File: config.mk
export PLATFORM = sky130hd
export DESIGN_NAME = chunk_cmd_front
export DESIGN_NICKNAME = d
export VERILOG_FILES = /design/src/rtl/chunk_cmd_pkg.sv /design/src/rtl/chunk_cmd_ctrl.sv /design/src/rtl/chunk_cmd_dpath.sv /design/src/rtl/chunk_cmd_front.sv
export SDC_FILE = /design/constraint.sdc
export NUM_CORES = 1
export LEC_CHECK = 0
export ABC_AREA = 1
export ABC_CLOCK_PERIOD_IN_PS = 2870
export BUFFER_PORTS_ARGS = -buffer_cell sky130_fd_sc_hd__buf_2
export CORE_MARGIN = 8
export CORE_UTILIZATION = 40
export CTS_CLUSTER_SIZE = 16
export DETAILED_ROUTE_END_ITERATION = 10
export PLACE_DENSITY = 0.72
export SLEW_MARGIN = 0
export SYNTH_ARGS = -nofsm -noshare
export SYNTH_HDL_FRONTEND = slang
export SYNTH_SLANG_ARGS = --single-unit
File: constraint.sdc
create_clock -name clk -period 2.87 [get_ports clk]
set_input_delay 0.287 -clock clk [delete_from_list [all_inputs] [get_ports clk]]
set_output_delay 0.287 -clock clk [all_outputs]
set_load 0.01 [all_outputs]
File: src/rtl/chunk_cmd_pkg.sv
package chunk_cmd_pkg;
  typedef enum logic [1:0] {PH_IDLE, PH_STALL, PH_ISSUE, PH_DATA} phase_t;

  typedef struct packed {
    logic latchCmd;
    logic takeBeat;
    logic lastBeat;
  } dp_ctl_t;
endpackage

File: src/rtl/chunk_cmd_ctrl.sv
module chunk_cmd_ctrl
  import chunk_cmd_pkg::*;
#(
  parameter int BEATS      = 512,
  parameter int MAX_OUT    = 128,
  parameter int STALL_CYC  = 6,
  parameter int ALIGN_BITS = 4
) (
  input  logic                  clk,
  input  logic                  rstN,
  input  logic [ALIGN_BITS-1:0] addrLow,
  input  logic                  reqWrite,
  input  logic                  reqRead,
  input  logic                  rdRoom,
  input  logic                  issReady,
  input  logic                  cmplPulse,
  output logic                  waitReq,
  output logic                  busy,
  output logic                  protoErr,
  output logic                  issValid,
  output dp_ctl_t               ctl
);
  localparam int CW = $clog2(MAX_OUT + 1);
  localparam int BW = $clog2(BEATS);
  localparam int SW = $clog2(STALL_CYC + 1);
  localparam logic [CW-1:0] FULL_CNT  = CW'(MAX_OUT);
  localparam logic [BW-1:0] LAST_BEAT = BW'(BEATS - 1);
  localparam logic [SW-1:0] LAST_STL  = SW'(STALL_CYC - 1);

  phase_t        phase;
  logic          curIsWrite;
  logic [CW-1:0] outCnt;
  logic [SW-1:0] stallCnt;
  logic [BW-1:0] beatCnt;

  logic aligned, creditOk, goodReq, accept, beatTake, badNow, dec;

  always_comb begin
    aligned  = (addrLow == '0);
    creditOk = (outCnt != FULL_CNT);
    goodReq  = (reqWrite ^ reqRead) & aligned & creditOk & (~reqRead | rdRoom);
    accept   = (phase == PH_IDLE) & goodReq;
    beatTake = (phase == PH_DATA) & reqWrite;
    badNow   = (reqWrite & reqRead)
             | ((phase == PH_IDLE) & (reqWrite | reqRead) & ~aligned)
             | ((phase == PH_DATA) & reqRead);
    dec      = cmplPulse & (outCnt != '0);
    unique case (phase)
      PH_IDLE: waitReq = ~goodReq;
      PH_DATA: waitReq = 1'b0;
      default: waitReq = 1'b1;
    endcase
    ctl.latchCmd = accept;
    ctl.takeBeat = (accept & reqWrite) | beatTake;
    ctl.lastBeat = beatTake & (beatCnt == LAST_BEAT);
    issValid     = (phase == PH_ISSUE);
    busy         = (phase != PH_IDLE) | (outCnt != '0);
  end

  always_ff @(posedge clk) begin
    if (!rstN) begin
      phase      <= PH_IDLE;
      curIsWrite <= 1'b0;
      stallCnt   <= '0;
      beatCnt    <= '0;
    end else begin
      unique case (phase)
        PH_IDLE: if (accept) begin
          phase      <= PH_STALL;
          curIsWrite <= reqWrite;
          stallCnt   <= '0;
          beatCnt    <= BW'(1);
        end
        PH_STALL: begin
          if (stallCnt == LAST_STL) phase <= PH_ISSUE;
          else stallCnt <= stallCnt + SW'(1);
        end
        PH_ISSUE: if (issReady) phase <= curIsWrite ? PH_DATA : PH_IDLE;
        PH_DATA: if (beatTake) begin
          beatCnt <= beatCnt + BW'(1);
          if (beatCnt == LAST_BEAT) phase <= PH_IDLE;
        end
        default: phase <= PH_IDLE;
      endcase
    end
  end

  always_ff @(posedge clk) begin
    if (!rstN) outCnt <= '0;
    else if (accept && !dec) outCnt <= outCnt + CW'(1);
    else if (!accept && dec) outCnt <= outCnt - CW'(1);
  end

  always_ff @(posedge clk) begin
    if (!rstN) protoErr <= 1'b0;
    else if (badNow) protoErr <= 1'b1;
  end

  assert_no_overflow_R6: assert property (@(posedge clk) disable iff (!rstN)
    outCnt <= FULL_CNT);
  assert_full_holds_R6: assert property (@(posedge clk) disable iff (!rstN)
    (outCnt == FULL_CNT && !cmplPulse) |=> outCnt == FULL_CNT);
  assert_stall_after_accept_R3: assert property (@(posedge clk) disable iff (!rstN)
    accept |=> waitReq);
  assert_busy_after_accept_R8: assert property (@(posedge clk) disable iff (!rstN)
    accept |=> busy);
  assert_issue_hold_R4: assert property (@(posedge clk) disable iff (!rstN)
    (issValid && !issReady) |=> issValid);
  assert_err_sticky_R9: assert property (@(posedge clk) disable iff (!rstN)
    protoErr |=> protoErr);
endmodule

File: src/rtl/chunk_cmd_dpath.sv
module chunk_cmd_dpath
  import chunk_cmd_pkg::*;
#(
  parameter int ADDR_W = 48,
  parameter int DATA_W = 128
) (
  input  logic              clk,
  input  logic              rstN,
  input  dp_ctl_t           ctl,
  input  logic [ADDR_W-1:0] reqAddr,
  input  logic              reqWrite,
  input  logic [DATA_W-1:0] reqWrData,
  input  logic              issValid,
  output logic              issWrite,
  output logic [ADDR_W-1:0] issAddr,
  output logic              beatValid,
  output logic [DATA_W-1:0] beatData,
  output logic              beatLast
);
  always_ff @(posedge clk) begin
    if (!rstN) begin
      issWrite <= 1'b0;
      issAddr  <= '0;
    end else if (ctl.latchCmd) begin
      issWrite <= reqWrite;
      issAddr  <= reqAddr;
    end
  end

  always_ff @(posedge clk) begin
    if (!rstN) begin
      beatValid <= 1'b0;
      beatLast  <= 1'b0;
      beatData  <= '0;
    end else begin
      beatValid <= ctl.takeBeat;
      beatLast  <= ctl.lastBeat;
      if (ctl.takeBeat) beatData <= reqWrData;
    end
  end

  assert_addr_stable_R4: assert property (@(posedge clk) disable iff (!rstN)
    (issValid && $past(issValid)) |-> $stable(issAddr));
  assert_last_is_valid_R5: assert property (@(posedge clk) disable iff (!rstN)
    beatLast |-> beatValid);
endmodule

File: src/rtl/chunk_cmd_front.sv
module chunk_cmd_front
  import chunk_cmd_pkg::*;
#(
  parameter int ADDR_W     = 48,
  parameter int DATA_W     = 128,
  parameter int BEATS      = 512,
  parameter int MAX_OUT    = 128,
  parameter int STALL_CYC  = 6,
  parameter int ALIGN_BITS = 4
) (
  input  logic              clk,
  input  logic              rstN,
  input  logic [ADDR_W-1:0] reqAddr,
  input  logic              reqWrite,
  input  logic              reqRead,
  input  logic [DATA_W-1:0] reqWrData,
  output logic              waitReq,
  output logic              busy,
  output logic              protoErr,
  input  logic              rdRoom,
  output logic              issValid,
  input  logic              issReady,
  output logic              issWrite,
  output logic [ADDR_W-1:0] issAddr,
  output logic              beatValid,
  output logic [DATA_W-1:0] beatData,
  output logic              beatLast,
  input  logic              cmplPulse
);
  dp_ctl_t ctl;

  chunk_cmd_ctrl #(
    .BEATS(BEATS), .MAX_OUT(MAX_OUT), .STALL_CYC(STALL_CYC), .ALIGN_BITS(ALIGN_BITS)
  ) i_ctrl (
    .clk(clk), .rstN(rstN), .addrLow(reqAddr[ALIGN_BITS-1:0]),
    .reqWrite(reqWrite), .reqRead(reqRead), .rdRoom(rdRoom),
    .issReady(issReady), .cmplPulse(cmplPulse), .waitReq(waitReq),
    .busy(busy), .protoErr(protoErr), .issValid(issValid), .ctl(ctl)
  );

  chunk_cmd_dpath #(.ADDR_W(ADDR_W), .DATA_W(DATA_W)) i_dpath (
    .clk(clk), .rstN(rstN), .ctl(ctl), .reqAddr(reqAddr), .reqWrite(reqWrite),
    .reqWrData(reqWrData), .issValid(issValid), .issWrite(issWrite),
    .issAddr(issAddr), .beatValid(beatValid), .beatData(beatData), .beatLast(beatLast)
  );
endmodule

==> impl_metrics.prom <==
# TYPE chip_impl_metric gauge
chip_impl_info{name="outcome",value="complete, no violations"} 1
chip_impl_metric{name="port-buffer-count",unit=""} 365
chip_impl_metric{name="p_leak",unit="uW"} 0.00614
chip_impl_metric{name="grt_first_pass_wirelength",unit="um"} 46400
chip_impl_metric{name="power.sequential.fraction",unit="%"} 34.2
chip_impl_metric{name="post_cts_buffers",unit=""} 0
chip_impl_metric{name="power_density",unit="nW/um2"} 775
chip_impl_metric{name="hpwl",unit="um"} 20500
chip_impl_metric{name="r2r_setup_slack",unit="ns"} 0.34
chip_impl_metric{name="final_antenna_net_count",unit=""} 0
chip_impl_metric{name="num-nets-final",unit=""} 1816
chip_impl_metric{name="placed_cells",unit=""} 1874
chip_impl_metric{name="worst_ep_arrival_time",unit="ns"} 2.94
chip_impl_info{name="crit_start",value="i_ctrl.outCnt[1]"} 1
chip_impl_metric{name="max_freq",unit="MHz"} 396
chip_impl_metric{name="clockPowerShare",unit="%"} 33.3
chip_impl_metric{name="report.final.slew_viol_count",unit=""} 0
chip_impl_metric{name="yosysWarnings",unit=""} 0
chip_impl_info{name="mostFrequentLayoutCells",value="sky130_fd_sc_hd__buf_2 (363), sky130_fd_sc_hd__nor2_1 (285), sky130_fd_sc_hd__nand2_1 (281)"} 1
chip_impl_metric{name="routedWlPerCell",unit="um"} 15.0
chip_impl_metric{name="ios",unit=""} 366
chip_impl_metric{name="headroom_to_the_max_slew_limit",unit="%"} 41.0
chip_impl_metric{name="worst_clock_skew",unit="ns"} 0.00921
chip_impl_metric{name="tritoncts_buffer_count",unit=""} 23
chip_impl_metric{name="dpl-instance-area",unit="um2"} 10900
chip_impl_metric{name="combinationalPowerShare",unit="%"} 32.5
chip_impl_info{name="worstSetupPathType",value="flip-flop to flip-flop"} 1
chip_impl_metric{name="netlist_area_pre_place",unit="um2"} 9110
chip_impl_info{name="rsz0062_at_grt",value="false"} 1
chip_impl_metric{name="place_congestion",unit=""} 0.844
chip_impl_metric{name="antenna_found_initial",unit=""} 5
chip_impl_metric{name="number_of_buffers_between_clock_root_and_the_deepest_sink",unit=""} 3
chip_impl_metric{name="clock_latency",unit="ns"} 0.51
chip_impl_metric{name="min_period_over_period",unit="%"} 88.1
chip_impl_metric{name="first_global_vias",unit=""} 8973
chip_impl_metric{name="drt-initial-drc-count",unit=""} 849
chip_impl_metric{name="die_width",unit="um"} 167
chip_impl_info{name="worst_setup_path_start_kind",value="flip-flop"} 1
chip_impl_info{name="tritoncts",value="yes"} 1
chip_impl_metric{name="postcts_resize_cnt",unit=""} 0
chip_impl_metric{name="globalRoute.totalOverflow",unit=""} 0
chip_impl_metric{name="hold_viol_final",unit=""} 0
chip_impl_info{name="clockRootBuffer",value="sky130_fd_sc_hd__clkbuf_16"} 1
chip_impl_metric{name="worst_setup_hold_path_clk_slew",unit="ns"} 0.06
chip_impl_metric{name="wl",unit="um"} 29000
chip_impl_metric{name="htree_num_levels",unit=""} 1
chip_impl_metric{name="finalWorstPathRequiredPeriod",unit="ns"} 2.53
chip_impl_metric{name="grt_usage",unit="%"} 19.8
chip_impl_metric{name="synthesis.nets",unit=""} 1493
chip_impl_metric{name="swShare",unit="%"} 36.6
chip_impl_metric{name="vias_per_cell",unit=""} 4.84
chip_impl_metric{name="finalSetupTns",unit="ns"} 0
chip_impl_info{name="worstHoldStart",value="reqAddr[21]"} 1
chip_impl_metric{name="clock-sinks",unit=""} 202
chip_impl_metric{name="syn-instance-count",unit=""} 1296
chip_impl_metric{name="starting_density",unit="%"} 40.5
chip_impl_metric{name="max_slew.worst_pin.slew",unit="ns"} 0.886
chip_impl_metric{name="p_int",unit="uW"} 5760
chip_impl_metric{name="ctsHoldBuffers",unit=""} 5
chip_impl_metric{name="die_h",unit="um"} 167
chip_impl_metric{name="worstPathRequired",unit="ns"} 3.28
chip_impl_metric{name="syn_avg_cell_area",unit="um2"} 7.03
chip_impl_info{name="critical_path.endpoint_type",value="flip-flop"} 1
chip_impl_metric{name="ys_seq_area_share",unit="%"} 44.4
chip_impl_info{name="mostFrequentLayoutCell",value="sky130_fd_sc_hd__buf_2"} 1
chip_impl_metric{name="reported_net_switching_power",unit="uW"} 3330
chip_impl_info{name="worst_r2r_endpoint",value="i_ctrl.outCnt[7]"} 1
chip_impl_info{name="reg2reg_from",value="i_ctrl.outCnt[1]"} 1
chip_impl_metric{name="max_capacitance_violation_count",unit=""} 0
chip_impl_metric{name="design.die.area",unit="um2"} 27900
chip_impl_metric{name="stdcell_area",unit="um2"} 11700
chip_impl_metric{name="synth-seq-cells",unit=""} 202
chip_impl_metric{name="finalSetupViolCount",unit=""} 0
chip_impl_metric{name="critical_path_peak_fanout",unit=""} 7
chip_impl_metric{name="vias",unit=""} 9328
chip_impl_info{name="critical_path.endpoint",value="i_ctrl.outCnt[7]"} 1
chip_impl_metric{name="yosysUniqueCellTypes",unit=""} 34
chip_impl_metric{name="pin_count_of_the_biggest_net_entering_global_routing",unit=""} 141
chip_impl_metric{name="detail_route.first_pass.iterations",unit=""} 7
chip_impl_metric{name="drt_drc_violations_left",unit=""} 0
chip_impl_metric{name="core",unit="um2"} 22500
chip_impl_info{name="worstHoldPathType",value="input pin to flip-flop"} 1
chip_impl_metric{name="placement_rows",unit=""} 55
chip_impl_metric{name="area_growth",unit="%"} 28.7
chip_impl_metric{name="filler_free_cell_count_of_the_finished_design",unit=""} 1926
chip_impl_metric{name="reg2reg_depth",unit=""} 17
chip_impl_metric{name="vdd_ir_drop_max",unit="uV"} 419
chip_impl_metric{name="drive_gt1_share",unit="%"} 26.7
-- area by class of cell --
cell class / count / area, um2
timing repair buffer: 388 / 2080
multi-input combinational: 834 / 3810
tap: 285 / 357
clock buffer: 29 / 628
clock inverter: 13 / 156
inverter: 170 / 641
antenna: 5 / 12.5
fill: 2229 / 10800
sequential: 202 / 4040
-- kinds of logic (layout without fill, tap and decap cells) --
| logic type | Yosys count | in the layout | share of synthesized area [%] |
|---|---|---|---|
| buf+inv | 260 | 600 | 13.9 |
| flops | 202 | 202 | 44.4 |
| xor+xnor | 2 | 2 | 0.192 |
| fa+ha+maj | 14 | 14 | 2.00 |
| simple gates | 734 | 734 | 34.8 |
| compound gates | 84 | 84 | 4.72 |
| other cells | 0 | 5 | 0 |
-- cell usage after synthesis (all sizes together) --
cell	n	area, um2
a21o	1	7.51
and2	1	6.26
a21oi	70	350
fa	1	20.0
nor3b	1	7.51
o21ai	9	45.0
buf	52	487
o211ai	1	7.51
inv	170	641
nand2	285	1090
xor2	1	8.76
nor2	289	1100
a31oi	2	12.5
and3	1	6.26
ha	13	163
nand3	23	115
xnor2	1	8.76
clkbuf	38	143
or2	1	6.26
nand4	131	826
o31ai	1	7.51
dfxtp	202	4040
nor3	2	10.0
-- worst min-delay path by stage --
stage | end | slack, ns | cells past startpoint
floorplan | i_dpath.issAddr[10] | 0.43 | 2
global placement | i_dpath.issAddr[3] | 0.42 | 2
detailed placement | i_dpath.issAddr[3] | 0.43 | 2
CTS | i_dpath.issAddr[13] | 0.001 | 3
global route | i_dpath.issAddr[44] | 0.009 | 3
finish | i_dpath.issAddr[21] | 0.02 | 3
-- through the flow --
step | setup slack (ns) | util, % | total power [uW] | hold WS, ns
final | 0.342 | 52.1 | 9090 | 0.0226
after global placement | 0.266 | 48.4 | 6090 | 0.424
after floorplan | 0.211 | - | 5330 | 0.430
after detailed placement | 0.202 | 48.4 | 6130 | 0.426
after global routing | 0.0890 | 52.1 | 9660 | 0.00943
after CTS | 0.366 | 52.1 | 9190 | 0.00129
-- flip-flops by register name, indices dropped and copies added, names as in the netlist --
signal and count:
i_ctrl.phase 2, i_ctrl.outCnt 8, i_ctrl.stallCnt 3, i_ctrl.beatCnt 9, i_dpath.beatLast 1, i_ctrl.curIsWrite 1, i_dpath.issAddr 48, i_dpath.beatData 128
i_dpath.beatValid 1, i_ctrl.protoErr 1
-- layer usage --
layer | wire length, um | vias up | global-route usage [%] | part of all wire, %
li1 | - | 4713 | - | -
met1 | 11500 | 4199 | 22.6 | 40
met2 | 13700 | 360 | 33.5 | 47
met3 | 2980 | 56 | 7.33 | 10
met4 | 759 | 0 | 6.74 | 2.6
met5 | 0 | - | 0 | 0
-- critical path, cell delays in order (launching register included) --
cell and delay, ns:
sky130_fd_sc_hd__dfxtp_1 0.34, sky130_fd_sc_hd__inv_1 0.08, sky130_fd_sc_hd__nand2_1 0.06, sky130_fd_sc_hd__nor2_1 0.17, sky130_fd_sc_hd__nand2_1 0.13, sky130_fd_sc_hd__nand3_2 0.11
sky130_fd_sc_hd__inv_4 0.03, sky130_fd_sc_hd__ha_1 0.21, sky130_fd_sc_hd__inv_1 0.22, sky130_fd_sc_hd__ha_1 0.34, sky130_fd_sc_hd__a21oi_1 0.27, sky130_fd_sc_hd__nor2_1 0.07
sky130_fd_sc_hd__nor2_1 0.12, sky130_fd_sc_hd__nand2_1 0.06, sky130_fd_sc_hd__nand2_1 0.06, sky130_fd_sc_hd__nand3_1 0.06, sky130_fd_sc_hd__nand2_1 0.06, sky130_fd_sc_hd__inv_1 0.04
-- power groups by stage --
stage	Clock [uW]	Combinational (uW)	Sequential, uW
floorplan	0	2110	3210
global placement	0	2920	3160
detailed placement	0	2960	3170
CTS	3100	2980	3110
global route	3210	3320	3130
finish	3020	2960	3110
(Power assumes the default switching activity.)
